$ cat config.mk
export PLATFORM = sky130hd
export DESIGN_NAME = dual_reg_cell
export DESIGN_NICKNAME = d
export VERILOG_FILES = /design/src/rtl/lcell_pkg.sv /design/src/rtl/lcell_sum.sv /design/src/rtl/lcell_edge.sv /design/src/rtl/lcell_flop.sv /design/src/rtl/dual_reg_cell.sv
export SDC_FILE = /design/constraint.sdc
export NUM_CORES = 1
export LEC_CHECK = 0
export ABC_AREA = 1
export CAP_MARGIN = 15
export CELL_PAD_IN_SITES_DETAIL_PLACEMENT = 0
export CELL_PAD_IN_SITES_GLOBAL_PLACEMENT = 1
export CORE_AREA = 2 2 61 48
export CTS_BUF_LIST = sky130_fd_sc_hd__clkbuf_8
export DETAILED_ROUTE_END_ITERATION = 16
export DIE_AREA = 0 0 63 50
export GPL_TIMING_DRIVEN = 0
export HOLD_SLACK_MARGIN = 0.02
export PLACE_DENSITY = 0.86
export SKIP_LAST_GASP = 1
export SYNTH_ARGS = -nofsm -noshare
export SYNTH_HDL_FRONTEND = slang
export SYNTH_SLANG_ARGS = --single-unit
$ cat constraint.sdc
create_clock -name clk -period 2 [get_ports clk]
set_clock_uncertainty 0.1 [all_clocks]
set_input_delay 0.3 -clock clk [delete_from_list [all_inputs] [get_ports clk]]
set_output_delay 0.3 -clock clk [all_outputs]
set_load 0.02 [all_outputs]
$ cat src/rtl/lcell_pkg.sv
package lcell_pkg;
  typedef enum logic {
    SRC_TERM = 1'b0,
    SRC_PIN  = 1'b1
  } clk_src_e;

  typedef enum logic {
    KIND_D = 1'b0,
    KIND_T = 1'b1
  } flop_kind_e;
endpackage

$ cat src/rtl/lcell_sum.sv
module lcell_sum #(
  parameter int PT_MIN = 4,
  parameter int PT_MAX = 8,
  parameter int CNT_W  = 4
) (
  input  logic [PT_MAX-1:0] terms,
  input  logic [CNT_W-1:0]  nsel,
  output logic              sum
);
  localparam logic [CNT_W-1:0] LO_C = CNT_W'(PT_MIN);
  localparam logic [CNT_W-1:0] HI_C = CNT_W'(PT_MAX);

  logic [CNT_W-1:0]  eff;
  logic [PT_MAX-1:0] used;

  always_comb begin
    if (nsel < LO_C)      eff = LO_C;
    else if (nsel > HI_C) eff = HI_C;
    else                  eff = nsel;
  end

  for (genvar k = 0; k < PT_MAX; k++) begin : g_slot
    assign used[k] = (eff > CNT_W'(k));
  end

  assign sum = |(terms & used);
endmodule

$ cat src/rtl/lcell_edge.sv
module lcell_edge (
  input  logic clk,
  input  logic src,
  output logic rise
);
  logic prev;

  // Tracks the source even during reset so that no edge appears at release.
  always_ff @(posedge clk) prev <= src;

  assign rise = src & ~prev;
endmodule

$ cat src/rtl/lcell_flop.sv
module lcell_flop
  import lcell_pkg::*;
(
  input  logic       clk,
  input  logic       rst,
  input  flop_kind_e kind,
  input  logic       fire,
  input  logic       data,
  input  logic       clr,
  input  logic       pl_en,
  input  logic       pl_val,
  input  logic       preset,
  output logic       q_vis
);
  logic q;

  always_ff @(posedge clk) begin
    if (rst)        q <= 1'b0;
    else if (clr)   q <= 1'b0;
    else if (pl_en) q <= pl_val;
    else if (fire) begin
      if (preset)              q <= 1'b1;
      else if (kind == KIND_T) q <= q ^ data;
      else                     q <= data;
    end
  end

  // The clear term also hides the stored bit at once.
  assign q_vis = q & ~clr;
endmodule

$ cat src/rtl/dual_reg_cell.sv
module dual_reg_cell
  import lcell_pkg::*;
#(
  parameter int NREG   = 2,
  parameter int PT_MIN = 4,
  parameter int PT_MAX = 8,
  parameter int CNT_W  = $clog2(PT_MAX + 1)
) (
  input  logic                         clk,
  input  logic                         rst,
  input  logic [NREG-1:0][PT_MAX-1:0]  pterm,
  input  logic [NREG-1:0][CNT_W-1:0]   cfg_nterms,
  input  logic [NREG-1:0]              cfg_tmode,
  input  logic [NREG-1:0]              cfg_pinclk,
  input  logic                         cfg_comb_out,
  input  logic [NREG-1:0]              ptclk,
  input  logic                         clk_pin,
  input  logic [NREG-1:0]              areset_term,
  input  logic                         sync_preset,
  input  logic [NREG-1:0]              preload_en,
  input  logic [NREG-1:0]              preload_val,
  input  logic                         oe_term,
  input  logic                         pin_in,
  output logic                         pin_out,
  output logic                         pin_oe,
  output logic                         pin_fb,
  output logic [NREG-1:0]              fb_q
);
  logic            pin_rise;
  logic [NREG-1:0] sums;

  lcell_edge u_pin_edge (.clk(clk), .src(clk_pin), .rise(pin_rise));

  for (genvar i = 0; i < NREG; i++) begin : g_reg
    logic       term_rise;
    logic       fire;
    clk_src_e   src;
    flop_kind_e kind;

    assign src  = clk_src_e'(cfg_pinclk[i]);
    assign kind = flop_kind_e'(cfg_tmode[i]);

    lcell_sum #(.PT_MIN(PT_MIN), .PT_MAX(PT_MAX), .CNT_W(CNT_W)) u_sum (
      .terms(pterm[i]), .nsel(cfg_nterms[i]), .sum(sums[i])
    );

    lcell_edge u_term_edge (.clk(clk), .src(ptclk[i]), .rise(term_rise));

    assign fire = (src == SRC_PIN) ? pin_rise : term_rise;

    lcell_flop u_flop (
      .clk(clk), .rst(rst), .kind(kind), .fire(fire), .data(sums[i]),
      .clr(areset_term[i]), .pl_en(preload_en[i]), .pl_val(preload_val[i]),
      .preset(sync_preset), .q_vis(fb_q[i])
    );
  end

  assign pin_out = cfg_comb_out ? sums[0] : fb_q[0];
  assign pin_oe  = oe_term;
  assign pin_fb  = pin_in;
endmodule

==> flow_summary.toml, run 1 <==
[clock_tree]
cts_buffers = 3
ctsLongestPathBuffers = 2
cts.repair.resized = 5
hold_buffers = 0
cts_tree = "yes"
ctsRootBufferMaster = "clkbuf_8"
clkLatencyLatePin_ns = 0.22
clkSinkCount = 5
cts.reportedPaths.clkPinSlew_ns = 0.03
htreeDepth = 1
post_cts.repair.setup_buffers = 0

[yosys]
avgSynthCellArea_sq_um = 6.22
yosys.area.top_type = "dfxtp_1"
async_flop_share = 0
ys.warnings.count = 0
synth_cells = 71
ys_seq_area_frac = 0.227
synth_top_area_frac = 0.227
synth_area_leaders = "dfxtp_1 23%, nor2_1 13%, inv_1 9.3%"
ys_ff_latch = 5
synth_edf_count = 0
syn_area_sq_um = 442
synthesis.nets = 114
ys.flop_type = "dfxtp_1"
ys_types = 18

[detailed_routing]
drtAntennaViolNets = 0
vias = 590
via_per_inst = 3.78
wl_per_cell_um = 8.97
drt-total-wl_um = 1400
first_iter_violations = 8
first_pass_iters = 3
drc = 0

[worst_setup_path]
crit_path_max_incr_delay_ns = 0.58
path_max_fanout = 2
startpoint = "areset_term[0]"
cp_data_arrival_time_ns = 1.57
slowest_stage = "clkdlybuf4s50_1"
cpMostUsedCell = "clkdlybuf4s50_1"
regToRegStartpoint = "g_reg[0].u_term_edge.prev"
crit_path_end = "fb_q[0]"
reg2reg_slack_ns = 0.63
startpoint_type = "primary input"
worstSetupPathType = "in2out"
crit_path_end_kind = "output port"
worstPathRequired_ns = 1.60
r2r-end = "g_reg[0].u_flop.q"
ff2ff_path_depth = 3
worstPathCellList = "clkdlybuf4s50_1 -> nor2_1 -> buf_4 -> clkdlybuf4s50_1"

[power_and_ir_drop]
pwr_density_cell_nw_per_um2 = 440
pwr-share-clk = 0.417
p_leak_nw = 0.431
switching_share = 0.229
power.total_mw = 0.432
p_comb_frac = 0.333
power.internal_mw = 0.333
p_seq_frac = 0.250
power.switching_mw = 0.0990
peakVddDrop_uv = 208

[final_layout]
fin_nets = 164
drive_gt1_frac = 0.125
postLayoutCoreUtil = 0.386
layoutNonFillerInstCount = 156
multiInputGateArea_sq_um = 270
fill_cells = 284
final_cell_area_sq_um = 982
area_growth_syn_to_layout_pct = 122
ff_latch_area_sq_um = 100
n_antenna_cell = 0

[timing]
hold_slack_ns = 0.455
max_freq_mhz = 509
worst_pin_slew_ns = 0.663
grt_setup_unrepaired = "false"
fin_ws_ns = 0.0349
slew_viol_final = 0
post-route-period-util = 0.983
fin_tns_setup_ns = 0
slew-limit-headroom = 0.552
hold_viol = 0
finalSetupViolCount = 0
period_needed_ns = 1.97

[placement]
dpl.hpwl_um = 1290
place.gp.congestion = 0.808
place_inst = 152
port_buffers = 45
placed_cell_area_sq_um = 937
pre_cts_ws_ns = -0.379

[die]
dieArea_sq_um = 3150
initial_utilization = 0.174
die_w_um = 63
core_area_sq_um = 2540
rows = 16
ios = 48
die_y_um = 50

[grt]
grt_max_degree = 5
grt_pass1_vias = 568
grt_overflow = 0
track_usage = 0.0923
antenna_found_initial = 0
grt_pass1_wl_um = 2300

[min_path]
min_path_type = "in2reg"

[flow_run]
maxCapViolations = 0

[status]
status = "finished, final reports clean"
==> routing by layer <==
metal | part of all wire | vias up | track usage
met1 | 0.43 | 251 | 0.108
li1 | - | 323 | -
met2 | 0.50 | 16 | 0.156
met3 | 0.073 | 0 | 0.0388
met4 | 0 | 0 | 0.0222
met5 | 0 | - | 0
==> synthesized netlist by cell type (2+ instances only) <==
cell type	number
a21oi_1	3
buf_4	4
dfxtp_1	5
inv_1	11
nand2_1	11
nand2_2	2
nand3_1	4
nand3_2	2
nor2_1	15
o21ai_0	5
o311ai_0	2
==> critical path, delay by kind of cell <==
| kind | cells | cell delay (ns) |
|---|---|---|
| buf+inv | 3 | 1.12 |
| simple gates | 1 | 0.14 |
==> logic make-up after synthesis <==
logic type / after synthesis / share of synthesized area
AOI/OAI and AO/OA: 12 / 0.164
buffers and inverters: 15 / 0.161
and+or+nand+nor: 39 / 0.448
DFF: 5 / 0.227
==> power groups by stage <==
stage	sequential, mW	combinational, mW	clock [mW]
global placement	0.109	0.143	0
global route	0.109	0.157	0.191
finish	0.108	0.144	0.180
floorplan	0.109	0.0457	0
detailed placement	0.110	0.145	0
CTS	0.108	0.144	0.188
==> final cells by class <==
cell class	count	share of cell area
repair buffers	45	0.459
multi-input cells	51	0.275
flip-flops and latches	5	0.102
well taps	36	0.0459
clock buffers	3	0.0420
inverters	11	0.0420
plain buffers	4	0.0306
clock inverters	1	0.00382
==> layout by cell type, fill, tap and decap left out, drive strengths merged <==
cell type,synthesis,routed
o21ai,5,5
nand2,13,13
a21oi,4,4
or2,2,2
o311ai,2,2
nand4,1,1
clkbuf,0,3
a31oi,1,1
nor2,15,15
clkdlybuf4s50,0,43
nand3,6,6
inv,11,12
nor4,1,1
nand3b,1,1
dfxtp,5,5
buf,4,5
dlymetal6s2s,0,1
==> worst min path at each step <==
stage	endpoint	slack [ns]	cells past startpoint	start
after floorplan	g_reg[0].u_term_edge.prev	0.23	0	ptclk[0]
after CTS	g_reg[0].u_term_edge.prev	0.45	1	ptclk[0]
final	g_reg[0].u_term_edge.prev	0.45	1	ptclk[0]
after global routing	g_reg[0].u_term_edge.prev	0.45	1	ptclk[0]
after global placement	g_reg[1].u_flop.q	0.45	2	g_reg[1].u_flop.q
after detailed placement	g_reg[0].u_flop.q	0.47	2	g_reg[0].u_flop.q
==> sequential cells by signal, summed over array words and instances (netlist names) <==
name and cells:
g.u_term_edge.prev 2, u_pin_edge.prev 1, g.u_flop.q 2
No activity file was read; power rests on OpenSTA's default activity.
==> run 2, diff against run 1 <==
--- a/config.mk
+++ b/config.mk
@@ -9,14 +9,15 @@
 export CAP_MARGIN = 15
 export CELL_PAD_IN_SITES_DETAIL_PLACEMENT = 0
 export CELL_PAD_IN_SITES_GLOBAL_PLACEMENT = 1
-export CORE_AREA = 2 2 61 48
+export CORE_AREA = 2 2 62 50
 export CTS_BUF_LIST = sky130_fd_sc_hd__clkbuf_8
 export DETAILED_ROUTE_END_ITERATION = 16
-export DIE_AREA = 0 0 63 50
+export DIE_AREA = 0 0 64 52
 export GPL_TIMING_DRIVEN = 0
 export HOLD_SLACK_MARGIN = 0.02
-export PLACE_DENSITY = 0.86
+export PLACE_DENSITY = 0.82
 export SKIP_LAST_GASP = 1
+export SLEW_MARGIN = 20
 export SYNTH_ARGS = -nofsm -noshare
 export SYNTH_HDL_FRONTEND = slang
 export SYNTH_SLANG_ARGS = --single-unit
==> constraint.sdc (replaced) <==
create_clock -name clk -period 2.1 [get_ports clk]
set_clock_uncertainty 0.1 [all_clocks]
set_input_delay 0.315 -clock clk [delete_from_list [all_inputs] [get_ports clk]]
set_output_delay 0.315 -clock clk [all_outputs]
set_load 0.02 [all_outputs]
==> flow_summary.toml, run 2 (synthesized netlist as in run 1, its figures left out) <==
[power_and_ir_drop]
p_leak_nw = 0.421
peakVddDrop_uv = 389
pwr_density_cell_nw_per_um2 = 419

[grt]
antenna_found_initial = 0
track_usage = 0.0940
grt_overflow = 0
grt_max_degree = 5
grt_pass1_vias = 591
grt_pass1_wl_um = 2430

[timing]
post-route-period-util = 0.969
grt_setup_unrepaired = "false"
finalSetupViolCount = 0
slew-limit-headroom = 0.626
hold_viol = 0
max_freq_mhz = 492
worst_pin_slew_ns = 0.554
slew_viol_final = 0
period_needed_ns = 2.03

[detailed_routing]
drt-total-wl_um = 1490
wl_per_cell_um = 9.41
drc = 0
vias = 586
drtAntennaViolNets = 0
first_iter_violations = 6
first_pass_iters = 4
via_per_inst = 3.71

[worst_setup_path]
worstSetupPathType = "in2out"
crit_path_end_kind = "output port"
path_max_fanout = 2
crit_path_max_incr_delay_ns = 0.60
worstPathCellList = "clkdlybuf4s50_1 -> nor2_1 -> buf_4 -> clkdlybuf4s50_1"
cpMostUsedCell = "clkdlybuf4s50_1"
path_buf_inv = 3
slowest_stage = "clkdlybuf4s50_1"
worstPathRequired_ns = 1.68
startpoint_type = "primary input"
cp_data_arrival_time_ns = 1.62
crit_family = "buffers and inverters"

[die]
die_w_um = 64
rows = 17
initial_utilization = 0.161
dieArea_sq_um = 3330
die_y_um = 52
ios = 48
core_area_sq_um = 2740

[final_layout]
n_antenna_cell = 0
area_growth_syn_to_layout_pct = 122
fin_nets = 164
largestRegisters = "g.u_flop.q x2, g.u_term_edge.prev x2, u_pin_edge.prev x1"
final_common_cell = "clkdlybuf4s50_1"
final_cell_area_sq_um = 980
drive_gt1_frac = 0.125
most-common-layout-cells = "44 x clkdlybuf4s50_1, 15 x nor2_1, 12 x inv_1"
postLayoutCoreUtil = 0.357
fill_cells = 301

[clock_tree]
ctsLongestPathBuffers = 2
htreeDepth = 1
cts_buffers = 3
post_cts.repair.setup_buffers = 0
ctsRootBufferMaster = "clkbuf_8"
clkSinkCount = 5
clkLatencyLatePin_ns = 0.22
cts.reportedPaths.clkPinSlew_ns = 0.03
cts_tree = "yes"

[placement]
placed_cell_area_sq_um = 940
place.gp.congestion = 0.686
port_buffers = 45
dpl.hpwl_um = 1310

[min_path]
min_path_type = "in2reg"

[status]
status = "finished, final reports clean"

[flow_run]
maxCapViolations = 0
==> run 2: cell count changes in the layout (fill, tap and decap cells not counted) <==
cell,previous run,this run
buf_4,5,4
dlymetal6s2s_1,1,0
clkbuf_2,0,1
clkdlybuf4s50_1,43,44
==> run 2: power by group <==
part,switching (mW),total (mW),internal [mW]
clock network,0.0451,0.170,0.125
logic,0.0463,0.137,0.0908
registers,0.00222,0.103,0.101
total,0.0937,0.411,0.317
==> run 2: final timing paths <==
kind,start,end,slack [ns],cells after the start
worst max-delay path,areset_term[0],fb_q[0],0.07,4
worst min-delay path,ptclk[0],g_reg[0].u_term_edge.prev,0.47,1
worst max register to register,g_reg[0].u_term_edge.prev,g_reg[0].u_flop.q,0.83,3
worst min register to register,g_reg[1].u_flop.q,g_reg[1].u_flop.q,0.47,2
==> run 2: final cells by class <==
type                            count  area [sq um]  share of cell area
Timing Repair Buffer               45           445               0.455
Multi-Input combinational cell     51           270               0.276
Sequential cell                     5           100               0.102
Tap cell                           38          47.5              0.0485
Clock buffer                        3          41.3              0.0421
Inverter                           11          41.3              0.0421
Buffer                              4          30.0              0.0307
Clock inverter                      1          3.75             0.00383
==> run 2: routing by layer <==
metal	track usage	vias up	wire, um
met5	0	-	0
met1	0.100	246	619
li1	-	326	-
met3	0.0390	0	80
met4	0.0217	0	0
met2	0.174	14	786
==> run 2: metrics by stage <==
| stage | worst slack (ns) | std cells | total power, mW | setup TNS (ns) | hold WS, ns |
|---|---|---|---|---|---|
| 2_1_floorplan | 0.697 | 71 | 0.147 | 0 | 0.243 |
| 3_3_place_gp | -0.252 | 154 | 0.241 | -0.252 | 0.459 |
| 3_5_place_dp | -0.256 | 154 | 0.243 | -0.256 | 0.463 |
| 4_1_cts | 0.0236 | 158 | 0.419 | 0 | 0.465 |
| 5_1_grt | 0.0140 | 158 | 0.442 | 0 | 0.468 |
| 6_report | 0.0661 | 158 | 0.411 | 0 | 0.468 |
==> run 2: timing repair <==
action / in CTS / in global routing
pin swaps: 0 / 0
endpoints found under the setup margin: 1 / 1
resized for setup: 1 / 3
hold buffers: 0 / 0
endpoints found under the hold margin: 0 / 0
==> run 3, diff against run 2 <==
--- a/config.mk
+++ b/config.mk
@@ -5,17 +5,16 @@
 export SDC_FILE = /design/constraint.sdc
 export NUM_CORES = 1
 export LEC_CHECK = 0
-export ABC_AREA = 1
+export ABC_AREA = 0
 export CAP_MARGIN = 15
 export CELL_PAD_IN_SITES_DETAIL_PLACEMENT = 0
 export CELL_PAD_IN_SITES_GLOBAL_PLACEMENT = 1
-export CORE_AREA = 2 2 62 50
-export CTS_BUF_LIST = sky130_fd_sc_hd__clkbuf_8
+export CORE_AREA = 2 2 63 50
 export DETAILED_ROUTE_END_ITERATION = 16
-export DIE_AREA = 0 0 64 52
+export DIE_AREA = 0 0 65 52
 export GPL_TIMING_DRIVEN = 0
 export HOLD_SLACK_MARGIN = 0.02
-export PLACE_DENSITY = 0.82
+export PLACE_DENSITY = 0.77
 export SKIP_LAST_GASP = 1
 export SLEW_MARGIN = 20
 export SYNTH_ARGS = -nofsm -noshare
==> flow_summary.toml, run 3 <==
[final_layout]
n_antenna_cell = 0
most-common-layout-cells = "43 x clkdlybuf4s50_1, 6 x nor2_1, 5 x a21oi_1, 5 x buf_4, 5 x dfxtp_1"
area_growth_syn_to_layout_pct = 140
drive_gt1_frac = 0.136
fin_nets = 147
largestRegisters = "g.u_flop.q x2, g.u_term_edge.prev x2, u_pin_edge.prev x1"
final_common_cell = "clkdlybuf4s50_1"
final_cell_area_sq_um = 946

[yosys]
synth_cells = 53
ys.flop_type = "dfxtp_1"
ys_ff_latch = 5
synthMuxAreaShare = 0.0286
yosys.area.top_type = "dfxtp_1"
ys_top_cells_by_count = "6 x a21oi_1, 6 x nor2_1, 5 x dfxtp_1, 4 x buf_4, 4 x nand3_1"
synth_top_family_by_area = "simple AND/OR/NAND/NOR gates"
synth_top_area_frac = 0.254
synth_xor_area_frac = 0
ys_seq_area_frac = 0.254
async_flop_share = 0
synth_edf_count = 0
synthesis.nets = 96
synth_area_leaders = "dfxtp_1 25%, a21oi_1 7.6%, buf_4 7.6%"
avgSynthCellArea_sq_um = 7.44
synth_simple_gate_area_share = 0.330
ys_types = 21
ys.warnings.count = 0
synth_fa_ha_area_frac = 0
synth-compound-area-share = 0.292
syn_area_sq_um = 394

[status]
status = "finished, final reports clean"

[min_path]
min_path_type = "reg2reg"

[timing]
post-route-period-util = 0.972
grt_setup_unrepaired = "false"
max_freq_mhz = 490
fin_tns_setup_ns = 0
slew_viol_final = 0
finalSetupViolCount = 0
period_needed_ns = 2.04
hold_viol = 0
worst_pin_slew_ns = 0.390
slew-limit-headroom = 0.739
fin_ws_ns = 0.0585

[worst_setup_path]
worstPathCellList = "clkdlybuf4s50_1 -> or4_4 -> a21oi_2 -> a21oi_1 -> buf_2"
crit_family = "buffers and inverters"
worstSetupPathType = "in2out"
cp_data_arrival_time_ns = 1.63
path_max_fanout = 2
slowest_stage = "or4_4"
crit_path_end_kind = "output port"
worstPathRequired_ns = 1.68
path_buf_inv = 2
crit_path_max_incr_delay_ns = 0.53
startpoint_type = "primary input"

[clock_tree]
clkSinkCount = 5
ctsRootBufferMaster = "clkbuf_8"
htreeDepth = 1
ctsLongestPathBuffers = 2
cts_tree = "yes"
hold_buffers = 0
cts_buffers = 3
cts.reportedPaths.clkPinSlew_ns = 0.03
clkLatencyLatePin_ns = 0.22

[flow_run]
maxCapViolations = 0

[die]
rows = 17
ios = 48
core_area_sq_um = 2790
die_w_um = 65
die_y_um = 52
initial_utilization = 0.141
dieArea_sq_um = 3380

[placement]
dpl.hpwl_um = 1390
pre_cts_ws_ns = -0.442
placed_cell_area_sq_um = 892
port_buffers = 45
place.gp.congestion = 0.638

[detailed_routing]
first_pass_iters = 2
via_per_inst = 4.11
wl_met1_um = 514
dr_wl_met2_um = 848
drtAntennaViolNets = 0
vias = 580
drc = 0
first_iter_violations = 4
drt-total-wl_um = 1510
route.met3.wl_um = 134
dr.max_layer_used = "met4"
wl_per_cell_um = 10.7

[power_and_ir_drop]
pwr_density_cell_nw_per_um2 = 436
p_leak_nw = 0.357
peakVddDrop_uv = 263
p_seq_frac = 0.253
power.switching_mw = 0.0888
power.internal_mw = 0.323
p_comb_frac = 0.326
pwr-share-clk = 0.421
switching_share = 0.216

[grt]
grt_pass1_vias = 587
grt_overflow = 0
grt_pass1_wl_um = 2300
track_usage = 0.0924
antenna_found_initial = 0
grt_max_degree = 5
## run 3: timing repair
action                                  in CTS  in global routing
setup buffers                                1                  0
resized for setup                            6                  1
endpoints found under the setup margin       2                  1
## run 3: power groups by stage
stage | Sequential (mW) | Combinational [mW] | Clock [mW]
after floorplan | 0.105 | 0.0385 | 0
after global placement | 0.105 | 0.133 | 0
after detailed placement | 0.106 | 0.136 | 0
after CTS | 0.104 | 0.135 | 0.182
after global routing | 0.105 | 0.145 | 0.197
final | 0.104 | 0.134 | 0.173
## run 3: routing by layer
layer / global-route usage / vias up
li1: - / 299
met4: 0.0319 / 0
met5: 0 / -
met3: 0.0541 / 2
met1: 0.0712 / 258
met2: 0.189 / 21
## run 3: worst reg2reg max path, cell delays in order, from the launching register on
cell and delay (ns):
dfxtp_1 0.30, nor2b_1 0.05, a211o_1 0.34, or3b_2 0.47, nand3_1 0.07
## run 3: stage by stage
step | std cells | power [mW] | hold slack, ns | utilization
5_1_grt | 141 | 0.447 | 0.458 | 0.339
3_5_place_dp | 136 | 0.241 | 0.432 | 0.320
6_report | 141 | 0.412 | 0.435 | 0.339
2_1_floorplan | 53 | 0.143 | 0.243 | -
4_1_cts | 141 | 0.421 | 0.440 | 0.338
3_3_place_gp | 136 | 0.238 | 0.409 | 0.320
## run 3: cells by family after synthesis
group,after synthesis
DFF,5
buffers and inverters,6
AOI/OAI and AO/OA,18
muxes,1
and+or+nand+nor,23
## run 3: layout make-up
cell class,count,area (sq um)
fillers,290,1840
repair buffers,46,452
multi-input cells,42,264
flip-flops and latches,5,100
well taps,38,47.5
clock buffers,4,45.0
plain buffers,4,30.0
inverters,2,7.51
## run 3: final timing paths
path,start,to,slack (ns),depth (start not counted)
setup reg to reg,u_pin_edge.prev,g_reg[0].u_flop.q,0.70,4
hold / removal,g_reg[1].u_flop.q,g_reg[1].u_flop.q,0.44,2
setup / recovery,pterm[0],pin_out,0.06,5
hold reg to reg,g_reg[1].u_flop.q,g_reg[1].u_flop.q,0.44,2
